<file path="src/rtl/rngc_pkg.sv">
package rngc_pkg;

    localparam int DATA_W = 32;
    localparam int ADDR_W = 8;
    localparam int EV_W   = 5;

    localparam logic [ADDR_W-1:0] OFS_CMD   = 8'h00;
    localparam logic [ADDR_W-1:0] OFS_MODE  = 8'h04;
    localparam logic [ADDR_W-1:0] OFS_SMODE = 8'h08;
    localparam logic [ADDR_W-1:0] OFS_STAT  = 8'h0C;
    localparam logic [ADDR_W-1:0] OFS_IEN   = 8'h10;
    localparam logic [ADDR_W-1:0] OFS_IST   = 8'h14;
    localparam logic [ADDR_W-1:0] OFS_ALRM  = 8'h18;
    localparam logic [ADDR_W-1:0] OFS_OUT   = 8'h24;

    localparam int EV_ZERO = 0;
    localparam int EV_KAT  = 1;
    localparam int EV_NOIS = 2;
    localparam int EV_ALRM = 3;
    localparam int EV_DONE = 4;

    localparam int ALRM_SEQ_BIT = 4;
    localparam int IEN_GLBL_BIT = 31;

    typedef enum logic [3:0] {
        OP_IDLE   = 4'd0,
        OP_NOISE  = 4'd1,
        OP_NONCE  = 4'd2,
        OP_CREATE = 4'd3,
        OP_RENEW  = 4'd4,
        OP_ADDIN  = 4'd5,
        OP_GEN    = 4'd6,
        OP_ADV    = 4'd7,
        OP_KAT    = 4'd8,
        OP_WIPE   = 4'd15
    } op_e;

    typedef struct packed {
        logic       glbl;
        logic [EV_W-1:0] ev;
    } ien_t;

    function automatic logic op_known(input logic [3:0] c);
        return (c <= 4'd8) || (c == 4'd15);
    endfunction

    function automatic logic op_needs_state(input logic [3:0] c);
        return (c == OP_RENEW) || (c == OP_GEN) || (c == OP_ADV);
    endfunction

    function automatic logic [DATA_W-1:0] xs_step(input logic [DATA_W-1:0] x);
        logic [DATA_W-1:0] y;
        y = x ^ (x << 13);
        y = y ^ (y >> 17);
        y = y ^ (y << 5);
        return y;
    endfunction

endpackage

</file>
<file path="src/rtl/rngc_seq.sv">
module rngc_seq
    import rngc_pkg::*;
#(
    parameter int BUSY_CYCLES = 8
) (
    input  logic       clk,
    input  logic       rst,
    input  logic       cmd_wr,
    input  logic [3:0] cmd_code,
    output logic       busy,
    output logic [3:0] last_cmd,
    output logic [3:0] run_cmd,
    output logic       state_valid,
    output logic       fin,
    output logic       bad_seq
);

    localparam int CNT_W = (BUSY_CYCLES < 2) ? 1 : $clog2(BUSY_CYCLES);
    localparam logic [CNT_W-1:0] CNT_LOAD = CNT_W'(BUSY_CYCLES - 1);

    logic [CNT_W-1:0] cnt;
    logic             accept;

    assign fin     = busy && (cnt == '0);
    assign bad_seq = cmd_wr && !busy &&
                     (!op_known(cmd_code) || (op_needs_state(cmd_code) && !state_valid));
    assign accept  = cmd_wr && !busy && !bad_seq;

    always_ff @(posedge clk) begin
        if (rst) begin
            busy        <= 1'b0;
            cnt         <= '0;
            last_cmd    <= 4'd0;
            run_cmd     <= 4'd0;
            state_valid <= 1'b0;
        end else if (fin) begin
            busy <= 1'b0;
            if (run_cmd == OP_CREATE) state_valid <= 1'b1;
            if (run_cmd == OP_WIPE)   state_valid <= 1'b0;
        end else if (busy) begin
            cnt <= cnt - 1'b1;
        end else if (accept) begin
            last_cmd <= cmd_code;
            if (cmd_code != OP_IDLE) begin
                busy    <= 1'b1;
                cnt     <= CNT_LOAD;
                run_cmd <= cmd_code;
            end
        end
    end

endmodule

</file>
<file path="src/rtl/rngc_gen.sv">
module rngc_gen
    import rngc_pkg::*;
#(
    parameter int                 N_OUT = 4,
    parameter logic [DATA_W-1:0]  SEED  = 32'h2545F491
) (
    input  logic                         clk,
    input  logic                         rst,
    input  logic                         fill,
    input  logic                         wipe,
    output logic [N_OUT-1:0][DATA_W-1:0] words
);

    logic [DATA_W-1:0]               src;
    logic [N_OUT:0][DATA_W-1:0]      chain;

    assign chain[0] = src;

    generate
        for (genvar g = 0; g < N_OUT; g++) begin : g_step
            assign chain[g+1] = xs_step(chain[g]);
        end
    endgenerate

    always_ff @(posedge clk) begin
        if (rst) begin
            src   <= SEED;
            words <= '0;
        end else if (wipe) begin
            words <= '0;
        end else if (fill) begin
            src <= chain[N_OUT];
            for (int i = 0; i < N_OUT; i++) begin
                words[i] <= chain[i+1];
            end
        end
    end

endmodule

</file>
<file path="src/rtl/rngc_irq.sv">
module rngc_irq
    import rngc_pkg::*;
(
    input  logic            clk,
    input  logic            rst,
    input  logic [EV_W-1:0] ev_set,
    input  logic            clr_wr,
    input  logic [EV_W-1:0] clr_mask,
    input  ien_t            ien,
    output logic [EV_W-1:0] istat,
    output logic            irq
);

    always_ff @(posedge clk) begin
        if (rst) begin
            istat <= '0;
        end else begin
            for (int i = 0; i < EV_W; i++) begin
                if (ev_set[i])
                    istat[i] <= 1'b1;
                else if (clr_wr && clr_mask[i])
                    istat[i] <= 1'b0;
            end
        end
    end

    assign irq = ien.glbl && |(ien.ev & istat);

endmodule

</file>
<file path="src/rtl/rng_cmd_ctrl.sv">
module rng_cmd_ctrl
    import rngc_pkg::*;
#(
    parameter int                BUSY_CYCLES = 8,
    parameter int                N_OUT       = 4,
    parameter logic [DATA_W-1:0] SEED        = 32'h2545F491
) (
    input  logic              clk,
    input  logic              rst,
    input  logic              wr_en,
    input  logic [ADDR_W-1:0] addr,
    input  logic [DATA_W-1:0] wdata,
    output logic [DATA_W-1:0] rdata,
    output logic              irq
);

    localparam int MODE_W  = 5;
    localparam int SMODE_W = 10;
    localparam int OUT_END = int'(OFS_OUT) + 4 * N_OUT;

    logic                         busy;
    logic [3:0]                   last_cmd;
    logic [3:0]                   run_cmd;
    logic                         state_valid;
    logic                         fin;
    logic                         bad_seq;
    logic [N_OUT-1:0][DATA_W-1:0] out_words;
    logic [EV_W-1:0]              istat;
    logic [EV_W-1:0]              ev_set;
    logic [MODE_W-1:0]            mode_q;
    logic [SMODE_W-1:0]           smode_q;
    ien_t                         ien_q;
    logic                         alarm_ill;

    logic wr_cmd, wr_mode, wr_smode, wr_ien, wr_ist, wr_alrm;

    assign wr_cmd   = wr_en && (addr == OFS_CMD);
    assign wr_mode  = wr_en && (addr == OFS_MODE);
    assign wr_smode = wr_en && (addr == OFS_SMODE);
    assign wr_ien   = wr_en && (addr == OFS_IEN);
    assign wr_ist   = wr_en && (addr == OFS_IST);
    assign wr_alrm  = wr_en && (addr == OFS_ALRM);

    rngc_seq #(
        .BUSY_CYCLES(BUSY_CYCLES)
    ) u_seq (
        .clk        (clk),
        .rst        (rst),
        .cmd_wr     (wr_cmd),
        .cmd_code   (wdata[3:0]),
        .busy       (busy),
        .last_cmd   (last_cmd),
        .run_cmd    (run_cmd),
        .state_valid(state_valid),
        .fin        (fin),
        .bad_seq    (bad_seq)
    );

    rngc_gen #(
        .N_OUT(N_OUT),
        .SEED (SEED)
    ) u_gen (
        .clk  (clk),
        .rst  (rst),
        .fill (fin && (run_cmd == OP_GEN)),
        .wipe (fin && (run_cmd == OP_WIPE)),
        .words(out_words)
    );

    always_comb begin
        ev_set          = '0;
        ev_set[EV_DONE] = fin;
        ev_set[EV_NOIS] = fin && (run_cmd == OP_NOISE);
        ev_set[EV_KAT]  = fin && (run_cmd == OP_KAT);
        ev_set[EV_ZERO] = fin && (run_cmd == OP_WIPE);
        ev_set[EV_ALRM] = bad_seq;
    end

    rngc_irq u_irq (
        .clk     (clk),
        .rst     (rst),
        .ev_set  (ev_set),
        .clr_wr  (wr_ist),
        .clr_mask(wdata[EV_W-1:0]),
        .ien     (ien_q),
        .istat   (istat),
        .irq     (irq)
    );

    always_ff @(posedge clk) begin
        if (rst) begin
            mode_q    <= '0;
            smode_q   <= '0;
            ien_q     <= '0;
            alarm_ill <= 1'b0;
        end else begin
            if (wr_mode)  mode_q  <= wdata[MODE_W-1:0];
            if (wr_smode) smode_q <= wdata[SMODE_W-1:0];
            if (wr_ien) begin
                ien_q.glbl <= wdata[IEN_GLBL_BIT];
                ien_q.ev   <= wdata[EV_W-1:0];
            end
            if (bad_seq)
                alarm_ill <= 1'b1;
            else if (wr_alrm && wdata[ALRM_SEQ_BIT])
                alarm_ill <= 1'b0;
        end
    end

    always_comb begin
        rdata = '0;
        case (addr)
            OFS_MODE:  rdata[MODE_W-1:0]  = mode_q;
            OFS_SMODE: rdata[SMODE_W-1:0] = smode_q;
            OFS_STAT:  rdata = {busy, 23'd0, state_valid, 3'd0, last_cmd};
            OFS_IEN:   rdata = {ien_q.glbl, {(DATA_W-1-EV_W){1'b0}}, ien_q.ev};
            OFS_IST:   rdata[EV_W-1:0] = istat;
            OFS_ALRM:  rdata[ALRM_SEQ_BIT] = alarm_ill;
            default: begin
                for (int i = 0; i < N_OUT; i++) begin
                    if (int'(addr) == int'(OFS_OUT) + 4 * i && int'(addr) < OUT_END)
                        rdata = out_words[i];
                end
            end
        endcase
    end

endmodule

</file>
<file path="config.mk">
export PLATFORM = sky130hd
export DESIGN_NAME = rng_cmd_ctrl
export DESIGN_NICKNAME = d
export VERILOG_FILES = /design/src/rtl/rngc_pkg.sv /design/src/rtl/rngc_seq.sv /design/src/rtl/rngc_gen.sv /design/src/rtl/rngc_irq.sv /design/src/rtl/rng_cmd_ctrl.sv
export SDC_FILE = /design/constraint.sdc
export NUM_CORES = 1
export LEC_CHECK = 0
export ABC_CLOCK_PERIOD_IN_PS = 5690
export BUFFER_PORTS_ARGS = -buffer_cell sky130_fd_sc_hd__buf_4
export CORE_MARGIN = 5
export CORE_UTILIZATION = 45
export CTS_CLUSTER_DIAMETER = 50
export CTS_CLUSTER_SIZE = 8
export DETAILED_ROUTE_END_ITERATION = 8
export PLACE_DENSITY_LB_ADDON = 0.3
export SLEW_MARGIN = 20
export SYNTH_ARGS = -nofsm -noshare
export SYNTH_HDL_FRONTEND = slang
export SYNTH_SLANG_ARGS = --single-unit
</file>
<file path="constraint.sdc">
create_clock -name clk -period 5.69 [get_ports clk]
set_input_delay 0.569 -clock clk [delete_from_list [all_inputs] [get_ports clk]]
set_output_delay 0.569 -clock clk [all_outputs]
set_load 0.005 [all_outputs]
</file>
==> impl_metrics.toml <==
[run_status]
status = "finished clean"

[routing]
drt-total-wl_um = 33560
drt_iter0_drc = 849
vias = 9153
drc = 0
wire_per_inst_um = 20.59
vias_per_cell = 5.615
ant_nets = 0
drt_pass1_iterations = 5

[clocking]
root_buffer = "clkbuf_16"
cts_tree = "done"
ctsResizeCount = 0
cts_hold_buf = 0
cts_buffers = 17
clk_transition_reported_paths_ns = 0.08
cts_max_level = 4
post-cts-setup-buffers = 0
clock_latency_ns = 0.44
cts_max_path_buffers = 2
cts.sinks = 200

[pwr]
pwr-share-comb_pct = 2.4
swShare_pct = 24.68
power.total_mw = 2.670
vdd_drop_max_v = 0.0001853
power.static_leakage_nw = 5.043
p_sw_uw = 658.9
seqPwrFrac_pct = 52.4
pwr-share-clk_pct = 45.1
power.internal_mw = 2.011
power.density_nw_per_um2 = 207.2

[place]
io_buffers = 54
dp_hpwl_um = 23220
gp_congestion = 0.9010
dp.cells = 1598
post-place-ws_ns = 1.923

[sta]
min_period_ns = 3.833
fin_setup_tns_ns = 0
setup_ws_ns = 1.857
relSlewSlack_pct = 26.60
clock_skew_ns = 0.01339
fin_crit_sh_pct = 67.36
hold_viol_final = 0
setup_viol = 0
timing.fmax_ghz = 0.2609
slew_viol_final = 0
grt_setup_unrepaired = "no"
tightest_slew_ns = 1.097

[global_route]
antenna_found_initial = 0
grt_pass1_vias = 8791
grt_usage_pct = 22.85
grt.overflow.total = 0
grt_pass1_wl_um = 51780
grt_max_degree = 136

[floorplan]
initial_utilization_pct = 45.46
core-area_um2 = 25910
row_count = 59
die_w_um = 171.8
die_y_um = 171.8
dieArea_um2 = 29510
io_pins = 76

[synth]
postSynthAreaPerCell_um2 = 9.068
synth_edf_count = 0
synthFlopType = "dfxtp_1"
ys_top_cells_by_area = "dfxtp_1, xnor2_1, xnor3_1"
yosysUniqueCellTypes = 52
synth.largest_area_cell = "dfxtp_1"
synth_top_cell_area_share_pct = 33.99
synth_area_um2 = 11780
netlist_instances = 1299
synth_nets = 1344
yosysWarnings = 0
ys_seq_area_share_pct = 33.99
ys_ff_latch = 200
synthArstFlopShare_pct = 0

[min_path]
hp-class = "primary input to flop"

[finish]
final_net_count = 1327
num_antenna_cells = 0
syn_to_final_growth_pct = 9.391
drive_gt1_share_pct = 11.04
final_cells = 1630

[setup_path]
crit_fanout = 10
crit_path_start_kind = "flop"
end_kind = "flop"
worstPathRequired_ns = 6.01
worst-setup-path-type = "flop to flop"
critical_path_arrival_ns = 4.16

[flow_run]
cap_violations = 0
==> cell usage after synthesis, types with 9 or more instances <==
master	count
nor2_1	197
o21ai_0	24
buf_2	15
a211oi_1	41
mux2i_1	20
nand3_1	28
a21oi_1	94
xor2_1	65
buf_1	9
xnor3_1	34
clkbuf_1	69
xnor2_1	150
nand2_1	136
inv_1	9
dfxtp_1	200
xnor2_2	20
nor3_1	20
a22oi_1	60
xor3_1	15
==> cells in the final DEF, fill, tap and decap left out, drive strengths merged, types with 21 or more instances in the layout <==
cell,instances
xnor3,42
nor3,21
nand3,28
buf,65
a22oi,60
a21oi,94
xnor2,172
dfxtp,200
nor2,197
o21ai,30
a211oi,41
nand2,136
xor2,68
==> final cells by class <==
type	instances	area [µm²]
Fill cell	2405	13030
Multi-Input combinational cell	989	7348
Sequential cell	200	4004
Timing Repair Buffer	65	500.5
Clock buffer	18	439.2
Tap cell	335	419.2
Clock inverter	14	140.1
Inverter	9	33.78
==> power groups by stage <==
stage          clock network [mW]  logic (mW)  registers, mW
2_1_floorplan                   0      0.0368           1.43
3_3_place_gp                    0      0.0640           1.43
3_5_place_dp                    0      0.0644           1.43
4_1_cts                      1.22      0.0648           1.40
5_1_grt                      1.28      0.0698           1.40
6_report                     1.21      0.0650           1.40
==> critical path: stages (launching register included) <==
cell and delay (ns):
dfxtp_1 0.71, xnor3_1 0.64, xnor2_4 0.23, xnor2_4 0.32, xnor3_2 0.55, xor3_2 0.46, xor2_1 0.43, mux2i_1 0.29
nand2_1 0.08
==> cells by family after synthesis <==
| family | Yosys count | synth area share (%) |
|---|---|---|
| AOI/OAI and AO/OA | 261 | 14.33 |
| xor gates and xnor gates | 301 | 31.81 |
| adders and majority gates | 2 | 0.2124 |
| buffers and inverters | 110 | 3.877 |
| DFF | 200 | 33.99 |
| muxes | 20 | 1.700 |
| and+or+nand+nor | 405 | 14.08 |
==> stage by stage <==
| step | area [µm²] | hold slack [ns] | utilization (%) |
|---|---|---|---|
| 3_3_place_gp | 12310 | 0.4393 | 47.49 |
| 2_1_floorplan | 11780 | 0.4314 | - |
| 5_1_grt | 12880 | 0.3681 | 49.73 |
| 6_report | 12880 | 0.3580 | 49.73 |
| 3_5_place_dp | 12310 | 0.4446 | 47.49 |
| 4_1_cts | 12880 | 0.3487 | 49.73 |
==> state kept, by name, indices dropped and copies added, names as in the netlist <==
register	cells
u_gen.src	32
u_seq.run_cmd	4
u_irq.istat	5
u_gen.words	128
smode_q	10
ien_q	6
u_seq.state_valid	1
u_seq.busy	1
alarm_ill	1
u_seq.cnt	3
u_seq.last_cmd	4
mode_q	5
==> path summary, 6_finish.rpt <==
path	start	endpoint	slack [ns]	depth (start not counted)
setup / recovery	u_gen.src[8]	u_gen.src[6]	1.86	8
hold / removal	wdata[9]	smode_q[9]	0.36	3
setup reg to reg	u_gen.src[8]	u_gen.src[6]	1.86	8
hold reg to reg	u_gen.words[59]	u_gen.words[59]	0.45	2
==> metal layers <==
metal | vias to the layer above | global-route usage, % | share of wire [%]
li1 | 4393 | - | -
met1 | 4439 | 31.21 | 44
met2 | 277 | 37.34 | 48
met3 | 44 | 4.344 | 5.9
met4 | 0 | 6.152 | 2.1
met5 | - | 0 | 0
Note: power is estimated with default switching activity, not from simulation.
